$ cat src/rtl/dma_irq_pkg.sv
package dma_irq_pkg;

    localparam int unsigned NFLAG  = 8;
    localparam int unsigned WORD_W = 32;

    // compact flag index inside a channel
    localparam int unsigned IDX_START = 0;
    localparam int unsigned IDX_ABORT = 1;
    localparam int unsigned IDX_CELL  = 2;
    localparam int unsigned IDX_BLOCK = 3;
    localparam int unsigned IDX_HALF  = 4;
    localparam int unsigned IDX_LLEND = 5;
    localparam int unsigned IDX_WRERR = 6;
    localparam int unsigned IDX_RDERR = 7;

    typedef struct packed {
        logic [NFLAG-1:0] flags;
        logic             irq;
        logic             ch_off;
        logic             ll_off;
    } chan_state_t;

    // bit position in the software-visible word for each compact index
    function automatic int unsigned word_pos(input int unsigned idx);
        int unsigned p;
        if (idx == IDX_WRERR)      p = 17;
        else if (idx == IDX_RDERR) p = 18;
        else                       p = idx;
        return p;
    endfunction

    function automatic logic [WORD_W-1:0] flags_to_word(input logic [NFLAG-1:0] f);
        logic [WORD_W-1:0] w;
        w = '0;
        for (int unsigned i = 0; i < NFLAG; i++) begin
            w[word_pos(i)] = f[i];
        end
        return w;
    endfunction

    function automatic logic [NFLAG-1:0] word_to_flags(input logic [WORD_W-1:0] w);
        logic [NFLAG-1:0] f;
        for (int unsigned i = 0; i < NFLAG; i++) begin
            f[i] = w[word_pos(i)];
        end
        return f;
    endfunction

    function automatic logic [WORD_W-1:0] impl_mask();
        return flags_to_word({NFLAG{1'b1}});
    endfunction

endpackage

$ cat src/rtl/dma_irq_addr_dec.sv
module dma_irq_addr_dec #(
    parameter int unsigned NUM_CH    = 16,
    parameter int unsigned ADDR_W    = 12,
    parameter int unsigned BASE_OFF  = 32'h60,
    parameter int unsigned CH_STRIDE = 32'h50
) (
    input  logic [ADDR_W-1:0] addr,
    output logic [NUM_CH-1:0] sel
);

    for (genvar k = 0; k < NUM_CH; k++) begin : g_cmp
        localparam int unsigned CH_ADDR = BASE_OFF + k * CH_STRIDE;
        assign sel[k] = (addr == ADDR_W'(CH_ADDR));
    end

endmodule

$ cat src/rtl/dma_irq_chan.sv
module dma_irq_chan
    import dma_irq_pkg::*;
(
    input  logic             clk,
    input  logic             rst_n,
    input  logic [NFLAG-1:0] evt,
    input  logic [NFLAG-1:0] clr_req,
    input  logic [NFLAG-1:0] en,
    output logic [NFLAG-1:0] flags,
    output logic             irq,
    output logic             ch_off,
    output logic             ll_off
);

    chan_state_t st_d, st_q;

    always_comb begin
        st_d        = st_q;
        // hardware set has priority over a software clear of the same bit
        st_d.flags  = (st_q.flags & ~clr_req) | evt;
        st_d.irq    = |(st_d.flags & en);
        st_d.ch_off = evt[IDX_ABORT] | evt[IDX_RDERR] | evt[IDX_WRERR];
        st_d.ll_off = evt[IDX_RDERR] | evt[IDX_WRERR];
    end

    always_ff @(posedge clk or negedge rst_n) begin
        if (!rst_n) begin
            st_q <= '0;
        end else begin
            st_q <= st_d;
        end
    end

    assign flags  = st_q.flags;
    assign irq    = st_q.irq;
    assign ch_off = st_q.ch_off;
    assign ll_off = st_q.ll_off;

endmodule

$ cat src/rtl/dma_irq_rd_mux.sv
module dma_irq_rd_mux
    import dma_irq_pkg::*;
#(
    parameter int unsigned NUM_CH = 16
) (
    input  logic [NUM_CH-1:0]       sel,
    input  logic [NUM_CH*NFLAG-1:0] flags_all,
    output logic [WORD_W-1:0]       rdata
);

    always_comb begin
        rdata = '0;
        for (int unsigned k = 0; k < NUM_CH; k++) begin
            if (sel[k]) begin
                rdata = rdata | flags_to_word(flags_all[k*NFLAG +: NFLAG]);
            end
        end
    end

endmodule

$ cat src/rtl/dma_irq_flags.sv
module dma_irq_flags
    import dma_irq_pkg::*;
#(
    parameter int unsigned NUM_CH    = 16,
    parameter int unsigned ADDR_W    = 12,
    parameter int unsigned BASE_OFF  = 32'h60,
    parameter int unsigned CH_STRIDE = 32'h50
) (
    input  logic                    clk,
    input  logic                    rst_n,
    input  logic [NUM_CH-1:0]       evt_start,
    input  logic [NUM_CH-1:0]       evt_abort,
    input  logic [NUM_CH-1:0]       evt_cell,
    input  logic [NUM_CH-1:0]       evt_half,
    input  logic [NUM_CH-1:0]       evt_block,
    input  logic [NUM_CH-1:0]       evt_llend,
    input  logic [NUM_CH-1:0]       evt_wrerr,
    input  logic [NUM_CH-1:0]       evt_rderr,
    input  logic [NUM_CH*NFLAG-1:0] irq_en,
    input  logic [ADDR_W-1:0]       reg_addr,
    input  logic                    reg_we,
    input  logic [WORD_W-1:0]       reg_wdata,
    output logic [WORD_W-1:0]       reg_rdata,
    output logic [NUM_CH-1:0]       ch_en_clr,
    output logic [NUM_CH-1:0]       ll_en_clr,
    output logic [NUM_CH-1:0]       irq
);

    localparam int unsigned FLAT_W = NUM_CH * NFLAG;

    logic [NUM_CH-1:0] sel;
    logic [FLAT_W-1:0] flags_all;
    logic [NFLAG-1:0]  wr_flags;

    assign wr_flags = word_to_flags(reg_wdata);

    dma_irq_addr_dec #(
        .NUM_CH   (NUM_CH),
        .ADDR_W   (ADDR_W),
        .BASE_OFF (BASE_OFF),
        .CH_STRIDE(CH_STRIDE)
    ) u_dec (
        .addr(reg_addr),
        .sel (sel)
    );

    for (genvar k = 0; k < NUM_CH; k++) begin : g_chan
        logic [NFLAG-1:0] evt_k;
        logic [NFLAG-1:0] clr_k;

        always_comb begin
            evt_k            = '0;
            evt_k[IDX_START] = evt_start[k];
            evt_k[IDX_ABORT] = evt_abort[k];
            evt_k[IDX_CELL]  = evt_cell[k];
            evt_k[IDX_BLOCK] = evt_block[k];
            evt_k[IDX_HALF]  = evt_half[k];
            evt_k[IDX_LLEND] = evt_llend[k];
            evt_k[IDX_WRERR] = evt_wrerr[k];
            evt_k[IDX_RDERR] = evt_rderr[k];
            clr_k            = (reg_we && sel[k]) ? wr_flags : '0;
        end

        dma_irq_chan u_chan (
            .clk    (clk),
            .rst_n  (rst_n),
            .evt    (evt_k),
            .clr_req(clr_k),
            .en     (irq_en[k*NFLAG +: NFLAG]),
            .flags  (flags_all[k*NFLAG +: NFLAG]),
            .irq    (irq[k]),
            .ch_off (ch_en_clr[k]),
            .ll_off (ll_en_clr[k])
        );
    end

    dma_irq_rd_mux #(
        .NUM_CH(NUM_CH)
    ) u_rd (
        .sel      (sel),
        .flags_all(flags_all),
        .rdata    (reg_rdata)
    );

endmodule

$ cat config.mk
export PLATFORM = sky130hd
export DESIGN_NAME = dma_irq_flags
export DESIGN_NICKNAME = d
export VERILOG_FILES = /design/src/rtl/dma_irq_pkg.sv /design/src/rtl/dma_irq_addr_dec.sv /design/src/rtl/dma_irq_chan.sv /design/src/rtl/dma_irq_rd_mux.sv /design/src/rtl/dma_irq_flags.sv
export SDC_FILE = /design/constraint.sdc
export NUM_CORES = 1
export LEC_CHECK = 0
export ABC_AREA = 1
export ABC_CLOCK_PERIOD_IN_PS = 3230
export BUFFER_PORTS_ARGS = -buffer_cell sky130_fd_sc_hd__buf_2
export CORE_MARGIN = 5
export CORE_UTILIZATION = 25
export DETAILED_ROUTE_END_ITERATION = 10
export GPL_ROUTABILITY_DRIVEN = 0
export GPL_TIMING_DRIVEN = 1
export SLEW_MARGIN = 10
export SYNTH_ARGS = -nofsm -noshare
export SYNTH_HDL_FRONTEND = slang
export SYNTH_SLANG_ARGS = --single-unit
export TNS_END_PERCENT = 50
$ cat constraint.sdc
create_clock -name clk -period 3.23 [get_ports clk]
set_input_delay 0.323 -clock clk [delete_from_list [all_inputs] [get_ports clk]]
set_output_delay 0.323 -clock clk [all_outputs]
set_load 0.005 [all_outputs]
# Word level (Yosys, flattened, before mapping)
# Cells that the tools add are included.
[op_classes]
n_lt_le_gt_ge = 256
eq_ne = 16
n_mux = 528
bitwise = 143
reduce_logical = 160
[ops]
columns = ["operator", "count"]
rows = [
  ["2-to-1 mux 32 bit", 144],
  ["greater-or-equal comparator 32 x 1 -> 1 bit (second input constant)", 128],
  ["less-than comparator 32 x 6 -> 1 bit (second input constant)", 128],
  ["bitwise mux 32 bit", 112],
  ["demux 1 bit (select 5 bit)", 128],
  ["AND 32 bit", 16],
  ["bitwise OR 32 bit", 15],
  ["AND 8 bit", 32],
  ["logical AND 1 bit", 144],
  ["2-to-1 mux 1 bit", 128],
  ["2-to-1 mux 8 bit", 16],
  ["NOT 8 bit", 16],
  ["bitwise OR 8 bit", 16],
  ["OR reduction 8 bit", 16],
  ["== test 12 x 10 -> 1 bit (second input constant)", 6],
  ["== test 12 x 11 -> 1 bit (second input constant)", 4],
  ["== test 12 x 9 -> 1 bit (second input constant)", 4],
  ["bitwise OR 1 bit", 48],
  ["== test 12 x 7 -> 1 bit (second input constant)", 1],
  ["== test 12 x 8 -> 1 bit (second input constant)", 1],
]
[totals]
reg_bits = 176
input_bits = 303
out_inout_bits = 80
elab_cells = 1167

# Longest topological paths before layout
[logic_depth]
ltp_word = 45
depth_mapped = 12
depth_no_buf = 11

# Hierarchy
# From an unflattened synthesis, not the netlist that was laid out.
[hier_totals]
hier_cells = 1514
area_unflattened_um2 = 10455.0
[modules_own_cells]
columns = ["module", "n_inst", "cells_each", "area_each_um2", "seq_area_each_um2"]
rows = [
  ["dma_irq_chan", 16, 59, 489.2, 275.3],
  ["dma_irq_rd_mux", 1, 321, 1423.9, 0.0],
  ["dma_irq_flags", 1, 162, 837.1, 0.0],
  ["dma_irq_addr_dec", 1, 87, 366.6, 0.0],
]

# Worst setup path before layout
# Ideal clock, no wire load.
[synth_path]
kind = "input -> output"
from = "in reg_addr[3]"
to = "out reg_rdata[4]"
t_arrival_ns = 1.434
required_ns = 2.907
slack_ns = 1.473
stages = 10
n_path_buf = 2
path_cell_list = "nor2_2 nand2_4 buf_8 nor2_4 and2_1 buf_2 nand2_1 nand4_1 nor2_1 nand3b_1"
[synth_via]
elab_chain_cells = 32
word_cells_on_any_way = 47
cone_classes = "eq/ne: 16; mux: 16; bitwise: 15"
[synth_lines]
columns = ["element", "line", "rtl"]
rows = [
  ["from (decl)", "dma_irq_flags.sv:20", "input logic [ADDR_W-1:0] reg_addr,"],
  ["== test 12 x 7 -> 1 bit", "dma_irq_addr_dec.sv:13", "assign sel[k] = (addr == ADDR_W'(CH_ADDR));"],
  ["2-to-1 mux 32 bit", "dma_irq_rd_mux.sv:14", "if (sel[k]) begin"],
  ["bitwise OR 32 bit", "dma_irq_rd_mux.sv:15", "rdata = rdata | flags_to_word(flags_all[k*NFLAG +: NFLAG]);"],
  ["2-to-1 mux 32 bit", "dma_irq_rd_mux.sv:14", ""],
  ["bitwise OR 32 bit", "dma_irq_rd_mux.sv:15", ""],
  ["2-to-1 mux 32 bit", "dma_irq_rd_mux.sv:14", ""],
  ["bitwise OR 32 bit", "dma_irq_rd_mux.sv:15", ""],
  ["2-to-1 mux 32 bit", "dma_irq_rd_mux.sv:14", ""],
  ["[16 not listed]", "-", ""],
  ["bitwise OR 32 bit", "dma_irq_rd_mux.sv:15", ""],
  ["2-to-1 mux 32 bit", "dma_irq_rd_mux.sv:14", ""],
  ["bitwise OR 32 bit", "dma_irq_rd_mux.sv:15", ""],
  ["2-to-1 mux 32 bit", "dma_irq_rd_mux.sv:14", ""],
  ["bitwise OR 32 bit", "dma_irq_rd_mux.sv:15", ""],
  ["2-to-1 mux 32 bit", "dma_irq_rd_mux.sv:14", ""],
  ["bitwise OR 32 bit", "dma_irq_rd_mux.sv:15", ""],
  ["2-to-1 mux 32 bit (*)", "dma_irq_rd_mux.sv:14", ""],
  ["to (decl)", "dma_irq_flags.sv:23", "output logic [WORD_W-1:0] reg_rdata,"],
]
# Mark *: on every way between the ends. The rest lies on a longest branch, timed or not.

# Worst setup path after layout
[layout_path]
from = "in reg_addr[11]"
to = "out reg_rdata[17]"
# Same word-level chain as after synthesis.

==> results.md <==
- CTS Buf Count: 17
- Hold WC Path Type: in -> reg
- Largest family of logic cells by synthesized area: simple AND/OR/NAND/NOR gates
- Rows: 72
- Worst Path Max Fanout: 11
- Routed Wire Length: between 40000 and 50000 µm
- Final cell count without fillers: around 2200
- 1st-pass router iterations: 8
- I/O Buffers: around 330
- Initial core utilization: between 20% and 30%
- Crit path max-delay family: simple AND/OR/NAND/NOR gates
- Worst-margin pin slew: ~0.76 ns
- Dpl ws: around 0.63 ns
- Worst setup EP type: output pin
- CTS tree: done
- DR vias: about 9700
- Logic pwr share: between 10% and 20%
- Simple-gate share of the synthesized area: 41.1%
- Placed insts: approximately 2100
- Worst setup SP type: input port
- Post-Route Setup TNS: 0 ns
- Mapped Area: 0.00989 mm²
- Status: complete, no violations
- Final min period: around 2.6 ns
- Required time worst endpoint: 2.91 ns
- Final period util: between 70% and 80%
- Pins Over Slew Limit: 0
- Syn avg cell area: ~7.3 µm²
- Clk_lat worst skew: between 0.4 and 0.5 ns
- Share of post-route cells with drive strength above 1: 25.0%
- Root Driver: clkbuf_16
- Initial DRC count: around 680
- Clock share of power: 44.9%
- Layout area overhead: 23.3%
- CTS Sinks: around 180
- Die width: ~210 µm
- Clock slew at reported path FFs: ~0.080 ns
- Antenna Nets Post-Route: 0
- WP buf/inv: 3
- RSZ-0062 raised after global routing: false
- Leak pwr: approximately 6.4 nW
- Peak supply drop: roughly 0.00036 V
- Worst Path Arrival: 2.25 ns
- Overall routing resource usage: between 10% and 20%
- Synth Instances: around 1400
- Slowest CP cell: nor2_2
- Drt drc: 0
- Internal Pwr Total: between 3 and 4 mW
- Final hold violations: 0
- Post-CTS Setup Inserts: 0
- Switching share of total power: 26.3%
- Flop-to-flop setup slack: between 2 and 2.5 ns
- Slew margin rel.: 49.5%
- Pin count of the biggest net entering global routing: about 130
- CP peak stage delay: 0.46 ns
- Share of power burned in registers: between 40 and 50%
- Library cells used by synthesis: 24
- Post-layout net count: around 1900
- Grt total ovfl: 0
- Register area share after synthesis: 44.5%
- Critical path class: in -> out
- Setup WS post-layout: around 0.66 ns
- Adder-cell share of the synthesized area: 0%
- Fmax: approximately 390 MHz
- Area share of the largest cell type after synthesis: 44.5%
- Seq cells post-synth: 176
- Clk_skew: roughly 0.010 ns
- Xor/xnor share of the synthesized area: 0%
- IO Pins: roughly 380
- Detailed placement HPWL: ~33000 µm
- Vias in the first global route: about 10000
- Maximum buffer depth of the clock tree: 2
- Die height: approximately 210 µm
- Worst hold slack: 0.0662 ns
- Ys Warns: 0
- Die footprint: 0.0436 mm²
- Multiplexer area fraction after synthesis: 0%
- Synth Area in Compound Gates: 0.101%
- NetSw: between 1 and 1.5 mW
- Global-route wire length before repair: approximately 60000 µm
- Pwr dens: 408 mW/mm²
- H-tree depth: 4
- Core Region: about 0.04 mm²
- Routed len/inst: slightly below 20 µm
- DR vias/cell: 4.52
- Setup Viol. Count Final: 0
- Initial antenna violation count: 8
- Dominant cells by area after synthesis: dfrtp_1, nand2_1, nand4_1, buf_4, inv_1
- CP cell instances: buf_2 > nor2_2 > inv_1 > nor2_2 > and2_1 > nand2_1 > nand4_1 > nor2_1 > nand2_1 > buf_2
- # Max-Cap Violations: 0
- Largest area contributor in the netlist: dfrtp_1
-- flip-flops by register name (all words and copies together), names as in the netlist --
| register | cells |
|---|---|
| g_chan.u_chan.flags | 128 |
| g_chan.u_chan.ch_off | 16 |
| g_chan.u_chan.ll_off | 16 |
| g_chan.u_chan.irq | 16 |
-- final cells by class --
class	instances	area [µm²]
timing repair buffer	346	1810
sequential	176	4400
fill	4325	26700
clock buffer	18	439
antenna	4	10.0
tap	518	648
inverter	144	541
clock inverter	13	174
multi-input combinational	932	4170
-- metrics by stage --
step | utilization, % | total power, mW | instance area [µm²]
after floorplan | - | 2.51 | 9970
after global routing | 31.3 | 5.17 | 12200
final | 31.3 | 4.98 | 12200
after CTS | 31.3 | 5.04 | 12200
after detailed placement | 29.7 | 2.79 | 11600
after global placement | 29.7 | 2.78 | 11600
-- placed cells by master, fill, tap and decap left out, types with 4 or more instances in the layout --
master,count
and2_1,8
buf_2,332
buf_4,9
clkbuf_16,17
conb_1,24
dfrtp_1,176
diode_2,4
inv_1,142
inv_6,4
nand2_1,581
nand3_1,76
nand4_1,155
nor2_1,54
nor2_2,15
nor2_4,9
-- power by group through the flow --
stage          Combinational (mW)  Sequential [mW]  Clock (mW)
4_1_cts                     0.522             2.22        2.29
3_5_place_dp                0.520             2.27           0
5_1_grt                     0.580             2.23        2.36
3_3_place_gp                0.515             2.27           0
6_report                    0.518             2.23        2.23
2_1_floorplan               0.246             2.27           0
-- cells by family (layout without fill, tap and decap cells) --
kind of cell / after synthesis / count (layout)
simple gates: 906 / 906
buf+inv: 274 / 521
compound gates: 2 / 2
flops: 176 / 176
other cells: 1 / 28
-- tightest hold or removal path, delay by kind of cell --
kind                   cells  cell delay [ns]
buffers and inverters      2             0.13
and+or+nand+nor            1             0.05
-- synth_stat cells (all sizes together) --
cell type	instances
nor3b	1
and2	8
nand4	155
inv	144
nor3	1
conb	1
clkbuf	27
buf	103
nand3b	2
a21oi	2
nor2	80
dfrtp	176
nand2	583
nand3	76
-- path summary, 6_finish.rpt --
kind | startpoint | endpoint | cells after the start
worst min register to register | g_chan[11].u_chan.flags[3] | g_chan[11].u_chan.flags[3] | 2
min in group asynchronous | rst_n | g_chan[12].u_chan.ll_off | 2
worst max register to register | g_chan[11].u_chan.flags[2] | g_chan[11].u_chan.irq | 6
worst max-delay path | reg_addr[11] | reg_rdata[17] | 10
max in group asynchronous | rst_n | g_chan[0].u_chan.flags[6] | 3
worst min-delay path | evt_wrerr[11] | g_chan[11].u_chan.ll_off | 3
-- layer usage --
metal | up-vias | share of wire (%) | GRT usage [%]
met2 | 363 | 49 | 31.3
met5 | - | 0.12 | 0
li1 | 4765 | - | -
met1 | 4530 | 42 | 23.4
met4 | 10 | 2.0 | 4.70
met3 | 52 | 6.5 | 4.92
-- what timing repair did --
action / CTS / global route
gates resized for setup: 0 / 0
hold buffers: 1 / 0
endpoints found under the hold margin: 67 / 0
(Power assumes the default switching activity.)
